File: src/rtl/piso_pkg.sv
`timescale 1ns/1ps
package piso_pkg;
  localparam int WORD_W = 16;

  typedef struct packed {
    logic empty_n;
    logic full_n;
    logic half_n;
    logic aeaf_n;
  } piso_flags_t;
endpackage

File: src/rtl/piso_mem.sv
`timescale 1ns/1ps
module piso_mem #(
  parameter int DEPTH = 256,
  parameter int W     = 16,
  localparam int AW   = $clog2(DEPTH)
) (
  input  logic          clk,
  input  logic          wen,
  input  logic [AW-1:0] waddr,
  input  logic [W-1:0]  wdata,
  input  logic [AW-1:0] raddr,
  output logic [W-1:0]  rdata
);
  logic [W-1:0] cells [DEPTH];

  always_ff @(posedge clk) begin
    if (wen) cells[waddr] <= wdata;
  end

  assign rdata = cells[raddr];
endmodule

File: src/rtl/piso_ptrs.sv
`timescale 1ns/1ps
module piso_ptrs #(
  parameter int DEPTH = 256,
  localparam int AW   = $clog2(DEPTH),
  localparam int CW   = AW + 1
) (
  input  logic          clk,
  input  logic          rst_n,
  input  logic          push,
  input  logic          pop,
  output logic [AW-1:0] wr_ptr,
  output logic [AW-1:0] rd_ptr,
  output logic [CW-1:0] occ
);
  localparam logic [AW-1:0] LAST = AW'(DEPTH - 1);

  always_ff @(posedge clk or negedge rst_n) begin
    if (!rst_n) begin
      wr_ptr <= '0;
      rd_ptr <= '0;
      occ    <= '0;
    end else begin
      if (push) wr_ptr <= (wr_ptr == LAST) ? '0 : wr_ptr + 1'b1;
      if (pop)  rd_ptr <= (rd_ptr == LAST) ? '0 : rd_ptr + 1'b1;
      case ({push, pop})
        2'b10:   occ <= occ + 1'b1;
        2'b01:   occ <= occ - 1'b1;
        default: occ <= occ;
      endcase
    end
  end
endmodule

File: src/rtl/piso_shifter.sv
`timescale 1ns/1ps
module piso_shifter #(
  parameter int W     = 16,
  localparam int BW   = $clog2(W)
) (
  input  logic         clk,
  input  logic         rst_n,
  input  logic         strobe,
  input  logic         have_word,
  input  logic         msb_first,
  input  logic [W-1:0] head,
  output logic         ser_bit,
  output logic         word_done
);
  localparam logic [BW-1:0] TOP = BW'(W - 1);

  logic [BW-1:0] bit_cnt;
  logic [BW-1:0] sel;
  logic          fire;

  assign fire      = strobe && have_word;
  assign sel       = msb_first ? (TOP - bit_cnt) : bit_cnt;
  assign word_done = fire && (bit_cnt == TOP);

  always_ff @(posedge clk or negedge rst_n) begin
    if (!rst_n) begin
      bit_cnt <= '0;
      ser_bit <= 1'b0;
    end else if (fire) begin
      ser_bit <= head[sel];
      bit_cnt <= (bit_cnt == TOP) ? '0 : bit_cnt + 1'b1;
    end
  end
endmodule

File: src/rtl/piso_flags.sv
`timescale 1ns/1ps
module piso_flags
  import piso_pkg::*;
#(
  parameter int DEPTH = 256,
  localparam int CW   = $clog2(DEPTH) + 1
) (
  input  logic [CW-1:0] occ,
  output piso_flags_t   flags
);
  localparam logic [CW-1:0] LO_EDGE = CW'(DEPTH / 8);
  localparam logic [CW-1:0] HI_EDGE = CW'((7 * DEPTH) / 8);
  localparam logic [CW-1:0] MID     = CW'(DEPTH / 2);
  localparam logic [CW-1:0] CAP     = CW'(DEPTH);

  always_comb begin
    flags.empty_n = (occ != '0);
    flags.full_n  = (occ != CAP);
    flags.half_n  = (occ <= MID);
    flags.aeaf_n  = (occ >= LO_EDGE) && (occ <= HI_EDGE);
  end
endmodule

File: src/rtl/piso_fifo.sv
`timescale 1ns/1ps
module piso_fifo
  import piso_pkg::*;
#(
  parameter int DEPTH = 256
) (
  input  logic              clk,
  input  logic              rst_n,
  input  logic              wr_valid,
  input  logic [WORD_W-1:0] wr_data,
  output logic              wr_ready,
  input  logic              sclk_en,
  input  logic              msb_first,
  output logic              ser_bit,
  output logic              empty_n,
  output logic              full_n,
  output logic              half_n,
  output logic              aeaf_n
);
  localparam int AW = $clog2(DEPTH);
  localparam int CW = AW + 1;

  logic [AW-1:0]     wr_ptr;
  logic [AW-1:0]     rd_ptr;
  logic [CW-1:0]     occ;
  logic [WORD_W-1:0] head;
  logic              push;
  logic              pop;
  piso_flags_t       flg;

  assign push = wr_valid && flg.full_n;

  piso_mem #(.DEPTH(DEPTH), .W(WORD_W)) u_mem (
    .clk   (clk),
    .wen   (push),
    .waddr (wr_ptr),
    .wdata (wr_data),
    .raddr (rd_ptr),
    .rdata (head)
  );

  piso_ptrs #(.DEPTH(DEPTH)) u_ptrs (
    .clk    (clk),
    .rst_n  (rst_n),
    .push   (push),
    .pop    (pop),
    .wr_ptr (wr_ptr),
    .rd_ptr (rd_ptr),
    .occ    (occ)
  );

  piso_shifter #(.W(WORD_W)) u_shift (
    .clk       (clk),
    .rst_n     (rst_n),
    .strobe    (sclk_en),
    .have_word (flg.empty_n),
    .msb_first (msb_first),
    .head      (head),
    .ser_bit   (ser_bit),
    .word_done (pop)
  );

  piso_flags #(.DEPTH(DEPTH)) u_flags (
    .occ   (occ),
    .flags (flg)
  );

  assign wr_ready = flg.full_n;
  assign empty_n  = flg.empty_n;
  assign full_n   = flg.full_n;
  assign half_n   = flg.half_n;
  assign aeaf_n   = flg.aeaf_n;
endmodule

File: config.mk
export PLATFORM = sky130hd
export DESIGN_NAME = piso_fifo
export DESIGN_NICKNAME = d
export VERILOG_FILES = /design/src/rtl/piso_pkg.sv /design/src/rtl/piso_mem.sv /design/src/rtl/piso_ptrs.sv /design/src/rtl/piso_shifter.sv /design/src/rtl/piso_flags.sv /design/src/rtl/piso_fifo.sv
export SDC_FILE = /design/constraint.sdc
export NUM_CORES = 2
export LEC_CHECK = 0
export BUFFER_PORTS_ARGS = -buffer_cell sky130_fd_sc_hd__buf_2
export CAP_MARGIN = 10
export CORE_MARGIN = 2
export CORE_UTILIZATION = 52
export DETAILED_ROUTE_END_ITERATION = 16
export MAX_ROUTING_LAYER = met4
export PLACE_DENSITY = 0.78
export SETUP_SLACK_MARGIN = 0.4
export SLEW_MARGIN = 20
export SYNTH_ARGS = -nofsm -noshare
export SYNTH_HDL_FRONTEND = slang
export SYNTH_HIERARCHICAL = 1
export SYNTH_SLANG_ARGS = --single-unit
File: constraint.sdc
create_clock -name clk -period 11.45 [get_ports clk]
set_input_delay 1.145 -clock clk [delete_from_list [all_inputs] [get_ports clk]]
set_output_delay 1.145 -clock clk [all_outputs]
set_load 0.1 [all_outputs]
* Word level (Yosys, flattened, before mapping)
Memories as Yosys holds them, arrays and structs flattened. Index checks and enable logic that the tools add are counted.
Storage, ports and cells: bits in registers 30, latch bits 0, memory bits (writable) 4096, ROM bits 0, input port bits 21, output and inout bits 6, word-level logic and storage cells 37, memories kept 1
Memory list:
- u_mem.cells | depth 256, width 16, rd ports 1, clocked after Yosys merged registers in 0, wr ports 1, RTL line piso_mem.sv:14 | logic [W-1:0] cells [DEPTH];
Cells by class: add/subtract/negate cells 6, multipliers 0, div/mod/pow operators 0, magnitude comparators 4, equality and inequality tests 6, shift-type cells 0, mux-type cells 9, bitwise operators 0, reductions and logical operators 6
Operators with widths (number):
- $le A9 B8 Y1 const B | 2
- $pmux W9 S2 | 1
- $add A8 B1 Y8 const B | 2
- $eq A8 B8 Y1 const B | 2
- $mux W8 | 2
- $add A9 B1 Y9 const B | 1
- $ge A9 B6 Y1 const B | 1
- $ne A9 B9 Y1 const B | 1
- $reduce_bool A9 Y1 | 1
- $sub A9 B1 Y9 const B | 1
- $mux W4 | 2
- $lt A4 B5 Y1 const B | 1
- $add A4 B1 Y4 const B | 1
- $bmux W1 S4 | 1
- $eq A4 B4 Y1 const B | 1
- $logic_and A1 B1 Y1 | 4
- $sub A4 B4 Y4 const A | 1
- $mux W1 | 3
- $eq A2 B1 Y1 const B | 1
- $eq A2 B2 Y1 const B | 1
- $reduce_bool A2 Y1 | 1

* Longest topological paths before layout
depth after elaboration 5, mapped depth 17, gate-level depth less buffers 12

* Cells and area by module
Netlist, hierarchy kept.
Modules (own cells, without submodules):
- piso_mem | instances 1, cells each 7344, area each 158394.4 µm², sequential area each 122998.0 µm²
- piso_ptrs | instances 1, cells each 169, area each 1614.0 µm², sequential area each 625.6 µm²
- piso_shifter | instances 1, cells each 68, area each 563.0 µm², sequential area each 125.1 µm²
- piso_flags | instances 1, cells each 11, area each 76.3 µm², sequential area each 0.0 µm²
- piso_fifo | instances 1, cells each 2, area each 13.8 µm², sequential area each 0.0 µm²

* Worst setup path before layout
No wires, ideal clock.
path kind register to register, from register u_ptrs.occ[5], to register u_ptrs.occ[8], setup time 125 ps, arrival 4308 ps, required time 11325 ps, setup slack 7018 ps, stages on the path, launching flop included 16, buffers on the path 3, period minus slack after synthesis 4432 ps, cells stage by stage dfrtp_1 -> nor3_1 -> nand4b_1 -> nand3_1 -> nor2_1 -> ha_1 -> buf_4 -> clkbuf_8 -> buf_2 -> xor2_1 -> ha_1 -> and3b_2 -> o21ai_1 -> a21oi_1 -> mux2i_1 -> xnor2_1
Between the ends: longest elaborated chain between the ends 5, elaborated cells between the ends (all ways) 11, those cells by class add/sub: 2; eq/ne: 3; mux: 1; reduce/logical: 5
Ends and longest elaborated chain:
- start: declaration | RTL line piso_ptrs.sv:13 | output logic [CW-1:0] occ
- start signal: assignment | RTL line piso_ptrs.sv:26 | 2'b10: occ <= occ + 1'b1;
- start signal: assignment | RTL line piso_ptrs.sv:27 | 2'b01: occ <= occ - 1'b1;
- $reduce_bool A9 Y1 * | RTL line piso_flags.sv:17 | flags.empty_n = (occ != '0);
- via empty_n | RTL line piso_fifo.sv:15 | output logic empty_n,
- $logic_and A1 B1 Y1 * | RTL line piso_shifter.sv:21 | assign fire = strobe && have_word;
- $logic_and A1 B1 Y1 * | RTL line piso_shifter.sv:23 | assign word_done = fire && (bit_cnt == TOP);
- via pop | RTL line piso_fifo.sv:28 | logic pop;
- $eq A2 B1 Y1 or $eq A2 B2 Y1 (tied branches) | RTL line piso_ptrs.sv:25 | case ({push, pop})
- $pmux W9 S2 or $reduce_bool A2 Y1 (tied branches)
Mark *: on every way through the listed nets, which the timed path passes. The rest lies on a longest branch. A chain may end at the register's enable or synchronous reset.

* Worst setup path after layout
from register u_ptrs.rd_ptr[2], to register u_shift.ser_bit
Between the ends: longest elaborated chain between the ends 3
Ends and longest elaborated chain:
- start: declaration | RTL line piso_ptrs.sv:12 | output logic [AW-1:0] rd_ptr,
- start signal: assignment | RTL line piso_ptrs.sv:24 | if (pop) rd_ptr <= (rd_ptr == LAST) ? '0 : rd_ptr + 1'b1;
- $mem_v2 Z256 W16
- via head[8] | RTL line piso_fifo.sv:26 | logic [WORD_W-1:0] head;
- $bmux W1 S4 | RTL line piso_shifter.sv:30 | ser_bit <= head[sel];
- $mux W1 (implied by the code) | RTL line piso_shifter.sv:30
- end signal: assignment | RTL line piso_shifter.sv:30
- end: declaration | RTL line piso_shifter.sv:12 | output logic ser_bit,
The timed path passes the listed nets, and every way through them passes these cells. The select of a mux whose other input is x is not followed.

==> PnR_summary.wiki <==
{| class="wikitable"
! Metric !! Value
|-
| Slowest stage cell on the critical path || dfrtp_4
|-
| Layout net count || 7941
|-
| Sequential area share after synthesis || 0.770
|-
| Max Transition Viols Final || 0
|-
| Clock tree from TritonCTS || done
|-
| Most frequently used flop master after synthesis || edfxtp_1
|-
| First-pass detailed-route iteration total || 6
|-
| Result of the run || complete, no violations
|-
| Setup Crit Path Kind || register to register
|-
| Detailed Route WL || 417000 µm
|-
| Switching part of the total power || 0.272
|-
| Sequential group share of total power || 0.456
|-
| Final period demand of the worst path || 6.43 ns
|-
| Number of global-route vias before repair || 81.4k
|-
| Post-route cell area || 0.179 mm²
|-
| Worst setup EP type || register
|-
| Clock network latency to the later pin of the worst-skew pair || 0.96 ns
|-
| Number of vias in the routed layout || 83.1k
|-
| Die boundary width || 560 µm
|-
| Drt via density || 6.72
|-
| Core area || 0.308 mm²
|-
| GRT Resource Usage Total || 0.270
|-
| Number of storage elements in the synthesis netlist || 4126
|-
| Number of setup buffers added after CTS || 0
|-
| Number of distinct standard cells referenced by the synthesized netlist || 83
|-
| Row Count || 204
|-
| Share of the clock period used by the worst path after layout || 0.562
|-
| Area delta synth->final || 11.4%
|-
| Total internal power || 27.1 mW
|-
| Global-route wire length before repair || 594000 µm
|-
| Reported max-cap violation count || 0
|-
| Async SR Flop Fraction || 0.00727
|-
| Die height || 560 µm
|-
| Setup-violating endpoint count in the final report || 0
|-
| PD cells || 208 mW/mm²
|-
| Number of cells upsized or downsized after cts || 0
|-
| Startpoint kind of the worst setup timing path || register
|-
| Cell area after placement || 0.166 mm²
|-
| Largest net degree at the start of global routing || 166
|-
| RR Endpoint || u_shift/ser_bit
|-
| Net Sw Power || 10.1 mW
|-
| Clock transition at the registers of the reported paths || 0.07 ns
|-
| Normalized max-slew margin || 0.110
|-
| Number of antenna violations at the first check in global routing || 23
|-
| Number of placed I/O pins || 27
|-
| Required @ worst endpoint || 12.21 ns
|-
| Port Buffer Count || 26
|-
| Achievable clock frequency || 155 MHz
|-
| Logic depth of the worst register-to-register path || 13
|-
| Number of sinks handled by clock tree synthesis || 4126
|-
| Clock share of power || 0.341
|-
| Synthesis Warnings || 6
|-
| Comb pwr share || 0.203
|-
| Critical path, cell by cell || buf_12, nand2b_4, buf_4, buf_4, o221ai_1, a21oi_1, nor3_1, nor3_1, nor4_1, mux4_1, nor3b_1, a2111oi_1, a22oi_1
|-
| Pin slew with the least headroom to its limit || 1.33 ns
|-
| Buffers and inverters on the worst path || 3
|-
| Antenna Violating Nets Remaining || 0
|-
| Number of DRC markers in iteration 0 || 14.9k
|-
| Hold-fix buffer count after cts || 0
|-
| Gate count of the mapped netlist || 7594
|-
| Synthesized area divided by synthesized cell count || 21.2 µm²
|-
| Largest stage delay on the critical path || 0.93 ns
|-
| Starting density of the core || 0.521
|-
| Number of flops mapped to enable cells by yosys || 4096
|-
| Global placement routability congestion || 0.937
|-
| Leakage power total || 54.9 nW
|-
| Clk buf depth || 4
|-
| Overflow left after global routing || 0
|-
| Clk root buf || clkbuf_16
|-
| Share of cells above drive strength 1 || 0.233
|-
| Post-detail-place hpwl || 231000 µm
|-
| Unrepaired setup endpoints after global routing || no
|-
| Post-Synthesis Net Count || 7621
|-
| Worst hold path type || primary input to asynchronous set/reset pin
|-
| Top fanout value on the critical path || 81
|-
| Post-synthesis cell area || 0.161 mm²
|-
| Hold Violations, Final || 0
|-
| Area of the die || 0.313 mm²
|-
| Setup Total Neg Slack || 0 ns
|-
| Internal reg-to-reg setup slack || 5.02 ns
|-
| Count of H-tree levels built during CTS || 5
|-
| Launch point of the worst reg-to-reg path || u_ptrs/rd_ptr[2]
|-
| Worst setup skew after layout || 0.0613 ns
|-
| VDD IR max || 0.000194 V
|-
| Wire length per cell || 33.7 µm
|-
| Layout Utilization || 0.581
|-
| Total CTS buffers || 390
|-
| Number of remaining DRC errors || 0
|-
| Signal arrival time at the worst endpoint || 7.20 ns
|-
| Family with the most delay on the worst path || buffers and inverters
|}
cells in the final DEF (no fill, tap or decap), types with 15 or more instances in the layout:
cell and n:
a211oi_1 18, a21oi_1 186, a221oi_1 28, a22o_1 32
a22oi_1 44, and3_1 15, buf_4 351, buf_8 16
bufinv_16 36, clkbuf_1 67, clkbuf_16 392, clkinv_1 92
clkinv_2 74, clkinvlp_4 19, dfrtp_1 25, diode_2 17
edfxtp_1 4096, mux2_2 93, mux2i_1 567, mux4_2 797
nand2_1 58, nand3_1 45, nand4_1 31, nor2_1 283
nor2_2 35, nor3_1 101, nor4_1 18, o21ai_0 50
o221ai_1 258, o22ai_1 149, o31ai_1 16, o32ai_1 18
xnor2_1 15
Yosys cell counts (3+ instances only):
cell,count,area [µm²]
nand3_1,45,225
and3_1,15,93.8
xnor2_1,15,131
o221ai_1,258,2260
clkbuf_1,235,882
a22o_1,32,280
buf_12,5,100
edfxtp_1,4096,123000
a2111oi_0,6,52.6
buf_8,11,165
a211oi_1,18,135
xor2_1,9,78.8
a31oi_1,6,37.5
inv_1,10,37.5
and4_1,3,26.3
o22ai_1,149,932
a21oi_1,186,931
nor2_1,323,1210
nor4_1,18,113
o21ai_0,53,265
a21o_1,3,22.5
nand3b_1,3,22.5
mux2_2,93,1050
mux2i_1,567,5680
o31ai_1,17,128
buf_2,80,400
ha_1,6,75.1
dfrtp_1,30,751
and2_1,3,18.8
nor3b_1,5,37.5
nand4b_1,4,35.0
nor3_1,103,515
nand2_1,58,218
or2_2,9,56.3
buf_4,29,218
a221oi_1,28,245
buf_6,79,890
buf_1,28,105
nor2b_1,12,75.1
mux4_2,797,17900
o32ai_1,20,175
nand4_1,31,194
nand2b_1,5,31.3
a22oi_1,44,330
metal layers:
layer,vias to the layer above,part of all wire,track usage
li1,32800,-,-
met1,43100,0.35,0.352
met2,6246,0.48,0.419
met3,970,0.12,0.0576
met4,0,0.046,0.110
met5,-,0,-
worst max-delay path by stage:
| stage | start | end | slack (ns) | cells past startpoint |
|---|---|---|---|---|
| 6_report | u_ptrs/rd_ptr[2] | u_shift/ser_bit | 5.02 | 13 |
| 5_1_grt | u_ptrs/rd_ptr[0] | u_shift/ser_bit | 4.73 | 14 |
| 4_1_cts | u_ptrs/rd_ptr[0] | u_shift/ser_bit | 5.13 | 14 |
| 3_5_place_dp | u_ptrs/rd_ptr[0] | u_shift/ser_bit | 5.17 | 14 |
| 3_3_place_gp | u_ptrs/rd_ptr[0] | u_shift/ser_bit | 5.18 | 13 |
| 2_1_floorplan | u_ptrs/occ[5] | u_ptrs/occ[8] | 7.02 | 15 |
registers in the layout, indices dropped and copies added, names as in the netlist:
name	flops
u_mem/cells	4096
u_shift/bit_cnt	4
u_ptrs/wr_ptr	8
u_ptrs/occ	9
u_ptrs/rd_ptr	8
u_shift/ser_bit	1
cell families (layout without fill, tap and decap cells):
kind of cell,count (synthesis),count (layout),share of synthesized area
mux,1459,1459,0.154
flops,4126,4126,0.770
other cells,0,17,0
fa+ha+maj,6,6,0.000467
xor+xnor,24,24,0.00131
simple gates,656,656,0.0190
buf+inv,479,1114,0.0175
compound gates,844,844,0.0376
cell type report:
type | count | area (µm²)
Timing Repair Buffer | 396 | 3300
Multi-Input combinational cell | 2989 | 34300
Fill cell | 20800 | 129000
Clock buffer | 460 | 10100
Sequential cell | 4126 | 124000
Antenna cell | 17 | 42.5
Clock inverter | 247 | 2390
Tap cell | 4120 | 5150
Inverter | 11 | 51.3
power groups by stage:
stage	combinational, mW	sequential, mW	clock (mW)
4_1_cts	7.51	17.0	12.8
5_1_grt	7.85	17.0	13.3
3_5_place_dp	7.39	17.3	0
2_1_floorplan	5.62	17.2	0
6_report	7.57	17.0	12.7
3_3_place_gp	7.27	17.3	0
metrics by stage:
| stage | power [mW] | setup slack (ns) | hold slack [ns] | std cells |
|---|---|---|---|---|
| final | 37.3 | 5.02 | 0.362 | 12400 |
| after global placement | 24.5 | 5.18 | 0.489 | 11600 |
| after detailed placement | 24.7 | 5.17 | 0.518 | 11600 |
| after floorplan | 22.8 | 7.02 | 0.481 | 7594 |
| after CTS | 37.3 | 5.13 | 0.353 | 12300 |
| after global routing | 38.2 | 4.73 | 0.397 | 12400 |
(Power assumes the default switching activity.)
